`src/rtl/boost_ontime_pkg.sv`:
```
package boost_ontime_pkg;

  typedef enum logic [2:0] {
    ST_IDLE,
    ST_NORM,
    ST_DIV,
    ST_ROOT,
    ST_FINISH
  } calcStateT;

  typedef struct packed {
    logic load;
    logic normShift;
    logic divInit;
    logic divBit;
    logic rootBit;
    logic finish;
  } ctrlStrobeT;

endpackage

```
`src/rtl/boost_ontime_ctrl.sv`:
```
module boost_ontime_ctrl
  import boost_ontime_pkg::*;
#(
  parameter int W = 16
) (
  input  logic               clk,
  input  logic               rstN,
  input  logic               start,
  input  logic               normDone,
  input  logic               divZero,
  output ctrlStrobeT         strb,
  output logic [$clog2(W/2)-1:0] rootIdx,
  output logic               busy
);

  localparam int HW  = W / 2;
  localparam int CW  = $clog2(W) + 1;
  localparam int RIW = $clog2(HW);

  calcStateT state;
  logic [CW-1:0] iterCnt;

  always_comb begin
    strb = '0;
    unique case (state)
      ST_IDLE:   strb.load = start;
      ST_NORM: begin
        if (!divZero) begin
          if (normDone) strb.divInit = 1'b1;
          else          strb.normShift = 1'b1;
        end
      end
      ST_DIV:    strb.divBit  = 1'b1;
      ST_ROOT:   strb.rootBit = 1'b1;
      ST_FINISH: strb.finish  = 1'b1;
      default:   strb = '0;
    endcase
  end

  assign rootIdx = RIW'(HW - 1) - iterCnt[RIW-1:0];
  assign busy    = (state != ST_IDLE);

  always_ff @(posedge clk) begin
    if (!rstN) begin
      state   <= ST_IDLE;
      iterCnt <= '0;
    end else begin
      unique case (state)
        ST_IDLE: begin
          iterCnt <= '0;
          if (start) state <= ST_NORM;
        end
        ST_NORM: begin
          iterCnt <= '0;
          if (divZero)       state <= ST_FINISH;
          else if (normDone) state <= ST_DIV;
        end
        ST_DIV: begin
          if (iterCnt == CW'(W - 1)) begin
            iterCnt <= '0;
            state   <= ST_ROOT;
          end else begin
            iterCnt <= iterCnt + 1'b1;
          end
        end
        ST_ROOT: begin
          if (iterCnt == CW'(HW - 1)) begin
            iterCnt <= '0;
            state   <= ST_FINISH;
          end else begin
            iterCnt <= iterCnt + 1'b1;
          end
        end
        ST_FINISH: state <= ST_IDLE;
        default:   state <= ST_IDLE;
      endcase
    end
  end

endmodule

```
`src/rtl/boost_ontime_dp.sv`:
```
module boost_ontime_dp
  import boost_ontime_pkg::*;
#(
  parameter int          W          = 16,
  parameter logic [15:0] DIODE_DROP = 16'd12,
  parameter logic [15:0] LINE_SCALE = 16'd52000
) (
  input  logic                   clk,
  input  logic                   rstN,
  input  ctrlStrobeT             strb,
  input  logic [$clog2(W/2)-1:0] rootIdx,
  input  logic [W-1:0]           railRd,
  input  logic [W-1:0]           lineRd,
  input  logic [W-1:0]           gainK,
  input  logic [W-1:0]           maxDuty,
  output logic                   normDone,
  output logic                   divZero,
  output logic [W-1:0]           onTime,
  output logic                   done
);

  localparam int HW = W / 2;
  localparam int DW = W + 4;
  localparam int CW = $clog2(W) + 1;

  // front end, evaluated combinationally from the port readings
  logic [W-1:0]   voNext;
  logic [2*W-1:0] lineProd;
  logic [W-1:0]   lineScaled;
  logic [W-1:0]   diffClip;
  logic [W-1:0]   diffSh;
  logic [2*W-1:0] prodNext;

  assign voNext     = railRd + W'(DIODE_DROP);
  assign lineProd   = (2*W)'(lineRd) * (2*W)'(LINE_SCALE);
  assign lineScaled = W'(lineProd >> W);
  assign diffClip   = (voNext > lineScaled) ? (voNext - lineScaled) : '0;
  assign diffSh     = W'({diffClip, 4'b0000});
  assign prodNext   = (2*W)'(diffSh) * (2*W)'(gainK);

  // working registers
  logic [W-1:0]   voReg;
  logic [2*W-1:0] prodReg;
  logic [W-1:0]   maxReg;
  logic [DW-1:0]  divReg;
  logic [CW-1:0]  shCnt;
  logic [DW:0]    remReg;
  logic [W-1:0]   numLo;
  logic [W-1:0]   quot;
  logic [HW-1:0]  rootReg;

  assign normDone = (DW'(prodReg[2*W-1:W]) < divReg);
  assign divZero  = (voReg == '0);

  // divider step
  logic [DW:0] remSh;
  logic        remGe;
  assign remSh = {remReg[DW-1:0], numLo[W-1]};
  assign remGe = (remSh >= {1'b0, divReg});

  // root step
  logic [HW-1:0] trial;
  logic [W-1:0]  trialSq;
  assign trial   = rootReg | (HW'(1) << rootIdx);
  assign trialSq = W'(trial) * W'(trial);

  // rescale and clamp
  logic [2*W-1:0] scaledRoot;
  logic [W-1:0]   clamped;
  assign scaledRoot = (2*W)'(rootReg) << shCnt;
  assign clamped    = (scaledRoot > (2*W)'(maxReg)) ? maxReg : scaledRoot[W-1:0];

  always_ff @(posedge clk) begin
    if (!rstN) begin
      voReg   <= '0;
      prodReg <= '0;
      maxReg  <= '0;
      divReg  <= '0;
      shCnt   <= '0;
      remReg  <= '0;
      numLo   <= '0;
      quot    <= '0;
      rootReg <= '0;
      onTime  <= '0;
      done    <= 1'b0;
    end else begin
      done <= 1'b0;
      if (strb.load) begin
        voReg   <= voNext;
        prodReg <= prodNext;
        maxReg  <= maxDuty;
        divReg  <= DW'(voNext);
        shCnt   <= '0;
      end
      if (strb.normShift) begin
        divReg <= divReg << 2;
        shCnt  <= shCnt + 1'b1;
      end
      if (strb.divInit) begin
        remReg  <= (DW+1)'(prodReg[2*W-1:W]);
        numLo   <= prodReg[W-1:0];
        quot    <= '0;
        rootReg <= '0;
      end
      if (strb.divBit) begin
        remReg <= remGe ? (remSh - {1'b0, divReg}) : remSh;
        quot   <= {quot[W-2:0], remGe};
        numLo  <= numLo << 1;
      end
      if (strb.rootBit && (trialSq <= quot)) begin
        rootReg <= trial;
      end
      if (strb.finish) begin
        onTime <= divZero ? maxReg : clamped;
        done   <= 1'b1;
      end
    end
  end

endmodule

```
`src/rtl/boost_ontime_calc.sv`:
```
module boost_ontime_calc
  import boost_ontime_pkg::*;
#(
  parameter int          W          = 16,
  parameter logic [15:0] DIODE_DROP = 16'd12,
  parameter logic [15:0] LINE_SCALE = 16'd52000
) (
  input  logic         clk,
  input  logic         rstN,
  input  logic         start,
  input  logic [W-1:0] railRd,
  input  logic [W-1:0] lineRd,
  input  logic [W-1:0] gainK,
  input  logic [W-1:0] maxDuty,
  output logic [W-1:0] onTime,
  output logic         done
);

  ctrlStrobeT strb;
  logic [$clog2(W/2)-1:0] rootIdx;
  logic normDone;
  logic divZero;
  logic busy;

  boost_ontime_ctrl #(.W(W)) u_ctrl (
    .clk      (clk),
    .rstN     (rstN),
    .start    (start),
    .normDone (normDone),
    .divZero  (divZero),
    .strb     (strb),
    .rootIdx  (rootIdx),
    .busy     (busy)
  );

  boost_ontime_dp #(
    .W          (W),
    .DIODE_DROP (DIODE_DROP),
    .LINE_SCALE (LINE_SCALE)
  ) u_dp (
    .clk      (clk),
    .rstN     (rstN),
    .strb     (strb),
    .rootIdx  (rootIdx),
    .railRd   (railRd),
    .lineRd   (lineRd),
    .gainK    (gainK),
    .maxDuty  (maxDuty),
    .normDone (normDone),
    .divZero  (divZero),
    .onTime   (onTime),
    .done     (done)
  );

endmodule

```
`config.mk`:
```
export PLATFORM = sky130hd
export DESIGN_NAME = boost_ontime_calc
export DESIGN_NICKNAME = d
export VERILOG_FILES = /design/src/rtl/boost_ontime_pkg.sv /design/src/rtl/boost_ontime_ctrl.sv /design/src/rtl/boost_ontime_dp.sv /design/src/rtl/boost_ontime_calc.sv
export SDC_FILE = /design/constraint.sdc
export NUM_CORES = 1
export LEC_CHECK = 0
export BUFFER_PORTS_ARGS = -buffer_cell sky130_fd_sc_hd__buf_4
export CAP_MARGIN = 20
export CORE_MARGIN = 5
export CORE_UTILIZATION = 40
export CTS_CLUSTER_DIAMETER = 200
export DETAILED_ROUTE_END_ITERATION = 7
export PLACE_DENSITY = 0.67
export SYNTH_ARGS = -nofsm -noshare
export SYNTH_HDL_FRONTEND = slang
export SYNTH_SLANG_ARGS = --single-unit
```
`constraint.sdc`:
```
create_clock -name clk -period 12.6 [get_ports clk]
set_clock_uncertainty 0.05 [all_clocks]
set_input_delay 0.63 -clock clk [delete_from_list [all_inputs] [get_ports clk]]
set_output_delay 0.63 -clock clk [all_outputs]
set_load 0.005 [all_outputs]
```
; ---- Yosys cells after proc, flatten, opt, wreduce, memory -nomap -nowiden
; Index checks and enable logic that the tools add are counted.
[op_classes]
bitwise = 2
div = 0
order_cmp = 5
n_addsub = 6
multipliers = 3
shift = 2
n_reduce_logical = 10
n_mux = 34
n_eq_ne = 10
[op_table]
columns = cell, count
row1 = $mux 20, 5
row2 = $mux 16, 6
row3 = $gt 32x16->1, 1
row4 = $shl 8x5->32, 1
row5 = $mul 12x16->28, 1
row6 = $mul 16x11->27 const B, 1
row7 = $ge 21x20->1, 1
row8 = $lt 16x20->1, 1
row9 = $mux 5, 4
row10 = $sub 20x20->20, 1
row11 = $add 16x4->16 const B, 1
row12 = $gt 16x16->1, 1
row13 = $le 16x16->1, 1
row14 = $logic_not 16->1, 1
row15 = $mul 8x8->16, 1
row16 = $mux 8, 2
row17 = $mux 3, 5
row18 = $pmux 5 s3, 1
row19 = $mux 12, 1
row20 = $pmux 3 s4, 1
row21 = $sub 12x12->12, 1
row22 = $add 5x1->5 const B, 2
row23 = $or 8x8->8, 1
row24 = $shl 1x3->8 const A, 1
row25 = other kinds (18), 30
[word_totals]
memories = 0
latch_bits = 0
mem_bits_rw = 0
output_inout_bits = 17
word_cells = 86
romBits = 0
register_bits = 169
input_bits = 67

; ---- Depth between registers and ports, before layout
; Gate-level depths: netlist (run 1).
[logic_depth]
depth_word = 7
ltp_mapped = 48
ltp_nobuf = 46

; ---- By module
; A second synthesis (run 1) with hierarchy kept.
[unflattened]
cells_unflattened = 2560
area_unflattened_um2 = 21001.4
[by_module_without_submodules]
columns = module, seq_area_each_um2, area_each_um2, instances, cells_per_inst
row1 = boost_ontime_dp, 3163.0, 20469.6, 1, 2494
row2 = boost_ontime_ctrl, 160.2, 531.8, 1, 66

; ---- Worst setup path after synthesis (run 1)
; Ideal clock, no wire load.
[synth_timing]
path_type = in2reg
start = input port lineRd[1]
end = register u_dp.prodReg[29]
setup_ns = 0.091
path_stages = 44
path_slack_ns = 1.199
required_time_ns = 12.459
path_buffers = 2
t_arrival_ns = 11.260
cell_sequence = ha_1 fa_1 inv_1 fa_1 fa_1 fa_1 inv_1 ha_1 o21a_1 o21ai_0 or3_1 o21ai_1 a31o_2 a211oi_1 o311ai_1 a21oi_1 xnor2_1 ha_1 [... 8 more ...] fa_1 fa_1 fa_1 inv_1 fa_1 inv_1 fa_1 inv_1 ha_1 and2_1 and3_1 a31oi_1 nor4_1 o2111ai_1 a31oi_1 o21a_1 nor4_1 a311oi_1
[synth_between]
elab_chain_len = 4
elab_cells_between_ends = 5
classes_between = add/sub (1) / mul (2) / order compare (1) / mux (1)
[synth_rtl]
columns = element, line
row1 = from (decl), boost_ontime_calc.sv:12  ; input logic [W-1:0] lineRd,
row2 = $mul 16x11->27 (*), boost_ontime_dp.sv:35  ; assign lineProd = (2*W)'(lineRd) * (2*W)'(LINE_SCALE);
row3 = $gt 16x16->1 / $sub 12x12->12 (equally long branches), boost_ontime_dp.sv:37  ; assign diffClip = (voNext > lineScaled) ? (voNext - lineScaled) : '0;
row4 = $mux 12 (*), boost_ontime_dp.sv:37
row5 = $mul 12x16->28 (*), boost_ontime_dp.sv:39  ; assign prodNext = (2*W)'(diffSh) * (2*W)'(gainK);
row6 = to (signal assigned), boost_ontime_dp.sv:90  ; prodReg <= prodNext;
row7 = to (decl), boost_ontime_dp.sv:43  ; logic [2*W-1:0] prodReg;
; Mark *: on every way between the ends. The rest lies on a longest branch, timed or not.
; A chain may end at the register's enable or synchronous reset.

; ---- Final worst setup path (run 1)
[layout_timing]
start = input port lineRd[5]
end = register u_dp.prodReg[29]
; The elaborated chain is that of the path after synthesis.

==> results.py, run 1 <==
metrics = {
    "timing": {
        "timing_hold_violations_final": 0,
        "period_minus_slack_ns": 11.86,
        "slew_headroom": 0.276,
        "worst_slew_pin_slew_ns": 1.08,
        "rsz0062_at_grt": "no",
        "fin_crit_sh": 0.942,
        "worst_slack_ns": 0.735,
        "drv_slew": 0,
        "setup_tns_ns": 0,
        "max_freq_ghz": 0.0843,
        "setup_viol": 0,
    },
    "finish": {
        "fillers": 5123,
        "final_util": 0.437,
        "stdcell_area_um2": 22800,
        "insertedDiodeCount": 0,
        "syn_to_final_growth_pct": 8.85,
        "nets": 3104,
        "drive_gt1_frac": 0.0668,
    },
    "yosys": {
        "ys_warn_count": 0,
        "synth_enable_flop_cells": 0,
        "synth_seq_area_share": 0.158,
        "netlist_top_cells_count": "inv_1, nand2_1, ha_1, fa_1, dfxtp_1",
        "synth_top_area_share": 0.202,
        "syn_nets": 3096,
        "async_reset_ff_frac": 0,
        "synth.most_common_cell": "inv_1",
        "yosys-top-cells-area": "fa_1, ha_1, dfxtp_1",
        "synthFlopType": "dfxtp_1",
        "synth_area_per_cell_um2": 8.27,
        "syn_inst": 2538,
        "yosysUniqueCellTypes": 78,
        "ys_ff_latch": 166,
        "synth_top_area_cell": "fa_1",
        "syn-cell-area_um2": 21000,
    },
    "global_routing": {
        "grt_pass1_vias": 17700,
        "antenna_found_initial": 0,
        "grt_first_pass_wirelength_mm": 85.3,
        "grt_max_degree": 120,
        "overflow": 0,
        "grt_usage": 0.176,
    },
    "clocking": {
        "htreeDepth": 4,
        "cts_root_buf": "clkbuf_16",
        "clk_pin_slew_ns": 0.08,
        "clk_latency_ns": 0.45,
        "cts_made_buffers": 17,
        "clock_path_buffers": 2,
        "clock_sinks": 166,
        "cts_tree": "done",
        "holdBufCountCts": 0,
    },
    "routing": {
        "drt_iter0_drc": 1152,
        "routedWlPerCell_um": 15.4,
        "ant_nets": 0,
        "vias": 17100,
        "wl_mm": 50.1,
        "viasPerCell": 5.27,
        "drc": 0,
        "drtPass1Iterations": 6,
    },
    "place": {
        "dp_hpwl_mm": 40.2,
        "port_buffers": 83,
        "place_ws_ns": 0.200,
        "place_area_um2": 22200,
        "gp_congestion": 0.906,
    },
    "floorplan": {
        "core_area_um2": 52200,
        "rows": 84,
        "ios": 84,
        "die_h_um": 239,
        "initial_core_util": 0.402,
        "fp.dieW_um": 239,
        "dieArea_um2": 57200,
    },
    "setup_path": {
        "worstSetupEndpointType": "register",
        "cp_max_fo": 16,
        "required_ns": 12.89,
        "critPathSlowestCell": "fa_1",
        "arrival_ns": 12.16,
        "crit_type": "in -> reg",
        "path_common_cell": "fa_1",
        "setup.worst_path.start_class": "input port",
        "critPathMaxStageDelay_ns": 0.55,
    },
    "worst_hold_path": {
        "hold_path_class": "in -> reg",
    },
    "run_status": {
        "status": "completed",
    },
    "flow_run": {
        "cap_violations": 0,
    },
}
==> final timing paths <==
| check | slack, ns | startpoint | cells after the start | end |
|---|---|---|---|---|
| worst min-delay path | 0.38 | railRd[2] | 2 | u_dp.voReg[2] |
| worst max register to register | 5.48 | u_ctrl.iterCnt[0] | 27 | u_dp.rootReg[2] |
| worst min register to register | 0.42 | u_dp.numLo[8] | 2 | u_dp.numLo[8] |
| worst max-delay path | 0.74 | lineRd[5] | 44 | u_dp.prodReg[29] |
==> kinds of logic after synthesis <==
family                   count (synthesis)  share of synthesized area
AO/OA/AOI/OAI                          508                      0.158
buffers and inverters                  507                     0.0935
adder cells (fa/ha/maj)                492                      0.369
flip-flops                             166                      0.158
AND/OR/NAND/NOR                        755                      0.171
multiplexers                            31                     0.0167
XOR/XNOR                                79                     0.0330
==> what timing repair did <==
item | in CTS | in global routing
endpoints found under the setup margin | 0 | 2
resized for setup | 0 | 4
buffers inserted | 0 | 0
==> metrics by stage <==
step	instances	hold WS, ns
global placement	3215	0.401
floorplan	2538	0.391
detailed placement	3215	0.411
global route	3247	0.367
finish	3247	0.383
CTS	3247	0.363
==> flip-flops by register name, summed over array words and instances, names as in the netlist <==
signal / count
u_dp.voReg: 16
u_dp.maxReg: 16
u_ctrl.iterCnt: 5
u_dp.onTime: 16
u_dp.done: 1
u_dp.numLo: 12
u_dp.rootReg: 8
u_dp.quot: 16
u_ctrl.state: 3
u_dp.shCnt: 5
u_dp.remReg: 20
u_dp.prodReg: 28
u_dp.divReg: 20
==> layout make-up <==
cell class                 instances  area, µm²  area share
multi-input combinational       1865      15800       0.690
sequential                       166       3320       0.145
inverter                         392       1470      0.0644
tap                              688        861      0.0377
timing repair buffer             104        781      0.0342
clock buffer                      17        425      0.0186
clock inverter                    15        228     0.00997
==> critical path: cells and delay by family <==
| family | cells | cell delay [ns] |
|---|---|---|
| XOR/XNOR | 1 | 0.11 |
| adder cells (fa/ha/maj) | 13 | 5.94 |
| AO/OA/AOI/OAI | 15 | 3.41 |
| AND/OR/NAND/NOR | 8 | 1.42 |
| buffers and inverters | 7 | 0.61 |
==> metal layers <==
metal / part of all wire / wire [µm] / GRT usage
met5: 0 / 0 / 0
met1: 0.45 / 22700 / 0.239
met2: 0.49 / 24300 / 0.304
met4: 0.019 / 945 / 0.0451
met3: 0.042 / 2120 / 0.0168
==> cell usage in the layout (no fill, tap or decap), types with 25 or more instances in the layout <==
| master | count |
|---|---|
| mux2i_1 | 26 |
| fa_1 | 212 |
| o21ai_0 | 92 |
| nand4_1 | 25 |
| xor2_1 | 26 |
| a21oi_1 | 125 |
| and2_1 | 95 |
| xnor2_1 | 53 |
| nor3_1 | 26 |
| a21o_1 | 50 |
| nand3_1 | 43 |
| nor2_1 | 133 |
| nand2_1 | 308 |
| inv_1 | 391 |
| nor2b_1 | 41 |
| buf_4 | 104 |
| dfxtp_1 | 166 |
| a21boi_0 | 62 |
| ha_1 | 279 |
Power of run 1 is left out: the tool's default activity adds up to more than one toggle a clock period on the data nets, which glitch-free logic cannot reach.
==> run 2, diff against run 1 <==
--- a/config.mk
+++ b/config.mk
@@ -7,6 +7,7 @@
 export LEC_CHECK = 0
 export BUFFER_PORTS_ARGS = -buffer_cell sky130_fd_sc_hd__buf_4
 export CAP_MARGIN = 20
+export CORE_ASPECT_RATIO = 1.25
 export CORE_MARGIN = 5
 export CORE_UTILIZATION = 40
 export CTS_CLUSTER_DIAMETER = 200
==> run 2 against run 1 <==
Compared with the run above: critical path depth decreased by 2; register-to-register slack hardly changed; via count is 0.92% higher; largest cell class unchanged.
==> results.py, run 2 (synthesis results as in run 1) <==
metrics = {
    "setup_path": {
        "arrival_ns": 12.06,
        "reg2reg_from": "u_ctrl.iterCnt[0]",
        "critical_path_buf_inv_count": 5,
        "path_common_cell": "fa_1",
        "crit_start": "lineRd[1]",
        "worstSetupEndpointType": "register",
        "setup.worst_path.start_class": "input port",
        "critPathSlowestCell": "fa_1",
        "r2r-end": "u_dp.rootReg[3]",
        "r2r_cells": 28,
        "critPathMaxStageDelay_ns": 0.54,
        "required_ns": 12.85,
        "cp_max_fo": 15,
        "crit_type": "in -> reg",
        "r2r_slack_ns": 5.47,
        "path_delay_family": "adder cells",
    },
    "clocking": {
        "clock_path_buffers": 2,
        "htreeDepth": 4,
        "clock_sinks": 166,
        "clk_latency_ns": 0.45,
        "cts_root_buf": "clkbuf_16",
        "cts_made_buffers": 17,
        "clk_pin_slew_ns": 0.08,
        "cts_tree": "done",
    },
    "floorplan": {
        "ios": 84,
        "initial_core_util": 0.401,
        "dieArea_um2": 57200,
        "fp.dieW_um": 215,
        "rows": 94,
        "core_area_um2": 52300,
        "die_h_um": 266,
    },
    "timing": {
        "setup_viol": 0,
        "setup_tns_ns": 0,
        "period_minus_slack_ns": 11.81,
        "drv_slew": 0,
        "timing_hold_violations_final": 0,
        "rsz0062_at_grt": "no",
        "slew_headroom": 0.274,
        "worst_slew_pin_slew_ns": 1.08,
        "worst_slack_ns": 0.791,
        "fin_crit_sh": 0.937,
        "max_freq_ghz": 0.0847,
    },
    "routing": {
        "wl_mm": 50.1,
        "routedWlPerCell_um": 15.5,
        "drt_iter0_drc": 987,
        "ant_nets": 0,
        "viasPerCell": 5.34,
        "drtPass1Iterations": 7,
        "drc": 0,
        "vias": 17300,
    },
    "global_routing": {
        "overflow": 0,
        "grt_max_degree": 107,
        "grt_pass1_vias": 18200,
        "antenna_found_initial": 0,
        "grt_usage": 0.176,
        "grt_first_pass_wirelength_mm": 85.5,
    },
    "worst_hold_path": {
        "hold_path_class": "in -> reg",
        "min_from": "maxDuty[14]",
        "min_path_cells": 3,
        "hold_path_end": "u_dp.maxReg[14]",
    },
    "flow_run": {
        "cap_violations": 0,
    },
    "place": {
        "gp_congestion": 0.914,
        "place_area_um2": 22200,
        "dp_hpwl_mm": 40.6,
        "port_buffers": 83,
        "place_ws_ns": 0.164,
    },
    "finish": {
        "mostFrequentLayoutCells": "inv_1, nand2_1, ha_1",
        "nets": 3105,
        "insertedDiodeCount": 0,
        "stdcell_area_um2": 22800,
        "syn_to_final_growth_pct": 8.55,
        "regMostFlops": "u_dp.prodReg",
        "fillers": 5106,
        "largest_registers": "u_dp.prodReg x28, u_dp.divReg x20, u_dp.remReg x20",
        "drive_gt1_frac": 0.0668,
        "largest_reg_flops": 28,
        "mostFrequentLayoutCell": "inv_1",
    },
    "run_status": {
        "status": "completed",
    },
}
-- run 2: changes by cell type in the layout (fill, tap and decap cells not counted), sizes merged --
cell / previous run / this run
bufinv: 3 / 1
clkinv: 5 / 9
clkinvlp: 2 / 0
buf: 104 / 105
-- run 2: metal layers --
metal  share of wire  track usage
met1            0.43        0.214
met2            0.51        0.320
met3           0.030       0.0181
met4           0.037       0.0693
met5               0            0
-- run 2: layout make-up --
type,count,area [µm²],share of cell area
clock buffers,17,425,0.0187
clock inverters,15,186,0.00818
inverters,392,1470,0.0646
multi-input cells,1865,15800,0.691
flip-flops and latches,166,3320,0.146
well taps,672,841,0.0369
repair buffers,105,788,0.0346
-- run 2: worst max path at each step --
stage / end / slack [ns] / cells past startpoint
final: u_dp.prodReg[29] / 0.79 / 42
after global routing: u_dp.prodReg[29] / 0.08 / 44
after CTS: u_dp.prodReg[29] / 0.62 / 43
after detailed placement: u_dp.prodReg[29] / 0.16 / 43
after global placement: u_dp.prodReg[29] / 0.46 / 43
after floorplan: u_dp.prodReg[29] / 1.20 / 44
-- run 2: through the flow --
| stage | util | hold slack [ns] | instances |
|---|---|---|---|
| global route | 0.435 | 0.371 | 3232 |
| global placement | 0.423 | 0.402 | 3200 |
| detailed placement | 0.423 | 0.408 | 3200 |
| CTS | 0.435 | 0.368 | 3232 |
| floorplan | - | 0.391 | 2538 |
| finish | 0.435 | 0.385 | 3232 |
-- run 2: worst register-to-register path: cells and delay by family (launching register included) --
family | cells | cell delay, ns
buffers and inverters | 4 | 0.26
and+or+nand+nor | 5 | 1.14
xor gates and xnor gates | 1 | 0.16
AOI/OAI and AO/OA | 10 | 2.34
DFF | 1 | 0.38
adders and majority gates | 8 | 2.69
-- run 2: what timing repair did --
| action | 4_1_cts | 5_1_grt |
|---|---|---|
| buffers inserted | 0 | 0 |
| hold buffers | 0 | 0 |
| hold endpoints to repair | 0 | 0 |
| resized for setup | 0 | 3 |
| endpoints found under the setup margin | 0 | 2 |
Power of run 2 is left out for the same reason.
==> run 3, diff against run 2 <==
--- a/config.mk
+++ b/config.mk
@@ -13,6 +13,7 @@
 export CTS_CLUSTER_DIAMETER = 200
 export DETAILED_ROUTE_END_ITERATION = 7
 export PLACE_DENSITY = 0.67
+export RECOVER_POWER = 50
 export SYNTH_ARGS = -nofsm -noshare
 export SYNTH_HDL_FRONTEND = slang
 export SYNTH_SLANG_ARGS = --single-unit
==> constraint.sdc (replaced) <==
create_clock -name clk -period 11.5 [get_ports clk]
set_clock_uncertainty 0.05 [all_clocks]
set_input_delay 0.575 -clock clk [delete_from_list [all_inputs] [get_ports clk]]
set_output_delay 0.575 -clock clk [all_outputs]
set_load 0.005 [all_outputs]
==> run 3 against run 2 <==
Compared with the run above: the run now ends with capacitance limit, slew limit left; hold slack got worse by 0.051 ns; largest cell class unchanged; final cell count increased by 3.9%; die area unchanged.
==> results.py, run 3 (synthesis results as in run 1) <==
metrics = {
    "floorplan": {
        "ios": 84,
        "dieArea_um2": 57200,
        "rows": 94,
        "die_h_um": 266,
        "fp.dieW_um": 215,
        "initial_core_util": 0.401,
        "core_area_um2": 52300,
    },
    "routing": {
        "drtPass1Iterations": 5,
        "wl_mm": 52.2,
        "vias": 17800,
        "viasPerCell": 5.29,
        "drc": 0,
        "ant_nets": 0,
        "drt_iter0_drc": 1052,
        "routedWlPerCell_um": 15.5,
    },
    "timing": {
        "slew_headroom": -0.506,
        "setup_tns_ns": 0,
        "setup_viol": 0,
        "fin_crit_sh": 0.962,
        "max_freq_ghz": 0.0904,
        "worst_slew_pin_slew_ns": 2.26,
        "period_minus_slack_ns": 11.06,
        "timing_hold_violations_final": 0,
        "drv_slew": 47,
    },
    "clocking": {
        "clock_path_buffers": 2,
        "clk_pin_slew_ns": 0.07,
        "cts_root_buf": "clkbuf_16",
        "htreeDepth": 4,
        "cts_made_buffers": 17,
        "clk_latency_ns": 0.45,
        "cts_tree": "done",
        "clock_sinks": 166,
    },
    "setup_path": {
        "arrival_ns": 11.36,
        "cp_max_fo": 10,
        "path_common_cell": "fa_1",
        "critPathMaxStageDelay_ns": 0.57,
        "reg2reg_from": "u_ctrl.iterCnt[0]",
        "required_ns": 11.80,
        "critPathSlowestCell": "fa_1",
        "r2r_slack_ns": 4.23,
        "worstSetupEndpointType": "register",
        "r2r-end": "u_dp.rootReg[3]",
        "crit_type": "in -> reg",
        "setup.worst_path.start_class": "input port",
        "r2r_cells": 26,
    },
    "flow_run": {
        "cap_violations": 1,
    },
    "finish": {
        "largest_registers": "u_dp.prodReg x28, u_dp.divReg x20, u_dp.remReg x20",
        "drive_gt1_frac": 0.123,
        "syn_to_final_growth_pct": 14.3,
        "nets": 3232,
        "insertedDiodeCount": 0,
        "regMostFlops": "u_dp.prodReg",
        "mostFrequentLayoutCell": "inv_1",
        "largest_reg_flops": 28,
        "fillers": 4951,
        "mostFrequentLayoutCells": "inv_1, nand2_1, ha_1",
    },
    "run_status": {
        "status": "complete, but fails checks",
        "violations": "capacitance limit, slew limit",
    },
    "global_routing": {
        "grt_max_degree": 120,
        "grt_first_pass_wirelength_mm": 88.6,
        "grt_usage": 0.182,
        "overflow": 0,
        "antenna_found_initial": 0,
        "grt_pass1_vias": 18600,
    },
    "place": {
        "gp_congestion": 0.930,
        "port_buffers": 83,
        "dp_hpwl_mm": 42.1,
    },
    "worst_hold_path": {
        "min_path_cells": 2,
        "hold_path_end": "u_dp.voReg[2]",
        "hold_path_class": "in -> reg",
        "min_from": "railRd[2]",
    },
}
-- run 3: cell count changes in the layout (fill, tap and decap cells not counted), moves of 3 or more --
cell | previous run | this run
a211oi_1 | 22 | 19
a21oi_1 | 125 | 122
a21oi_2 | 0 | 3
a31oi_1 | 24 | 21
and2_0 | 1 | 4
and2_1 | 95 | 92
buf_4 | 105 | 210
clkbuf_1 | 0 | 3
clkbuf_4 | 0 | 16
clkinv_8 | 4 | 1
ha_1 | 279 | 269
ha_4 | 0 | 10
o21ai_0 | 92 | 86
o21ai_1 | 1 | 4
-- run 3: layer usage --
layer | track usage | wire (µm) | vias up
met5 | 0 | 0 | -
met4 | 0.0705 | 1950 | 0
met3 | 0.0173 | 1740 | 121
met2 | 0.334 | 26600 | 401
met1 | 0.222 | 21900 | 8572
li1 | - | - | 8675
-- run 3: worst max-delay path by stage --
stage,slack [ns],endpoint,startpoint
6_report,0.44,u_dp.prodReg[29],lineRd[2]
5_1_grt,-0.03,u_dp.prodReg[29],lineRd[1]
4_1_cts,0.006,u_dp.prodReg[29],lineRd[1]
3_5_place_dp,-0.60,u_dp.prodReg[29],lineRd[1]
3_3_place_gp,-0.32,u_dp.prodReg[29],lineRd[5]
2_1_floorplan,0.15,u_dp.prodReg[29],lineRd[1]
-- run 3: final cells by class --
cell class              instances  area, µm²  area share
flip-flops and latches        166       3320       0.138
clock inverters                13        114     0.00474
inverters                     392       1470      0.0613
clock buffers                  18        439      0.0183
repair buffers                232       1760      0.0733
well taps                     672        841      0.0350
multi-input cells            1865      16100       0.669
-- run 3: what timing repair did --
action                     4_1_cts  5_1_grt
setup endpoints to repair        4       17
pin swaps                        1       35
resized for setup                4       51
buffers inserted                 0        3
hold buffers                     0        0
-- run 3: stage by stage --
stage / area, µm² / worst slack (ns) / utilization / std cells / hold slack, ns
global placement: 23100 / -0.319 / 0.441 / 3323 / 0.400
CTS: 23700 / 0.00596 / 0.452 / 3354 / 0.316
detailed placement: 23100 / -0.604 / 0.441 / 3323 / 0.408
floorplan: 21000 / 0.154 / - / 2538 / 0.391
finish: 24000 / 0.437 / 0.458 / 3358 / 0.334
global route: 24000 / -0.0321 / 0.458 / 3358 / 0.332
-- run 3: worst max-delay path: cells and delay by family --
kind            cells  cell delay, ns
compound gates     19            3.60
xor+xnor            1            0.06
fa+ha+maj          13            5.77
buf+inv             8            0.87
simple gates        3            0.49
Power of run 3 is left out for the same reason.
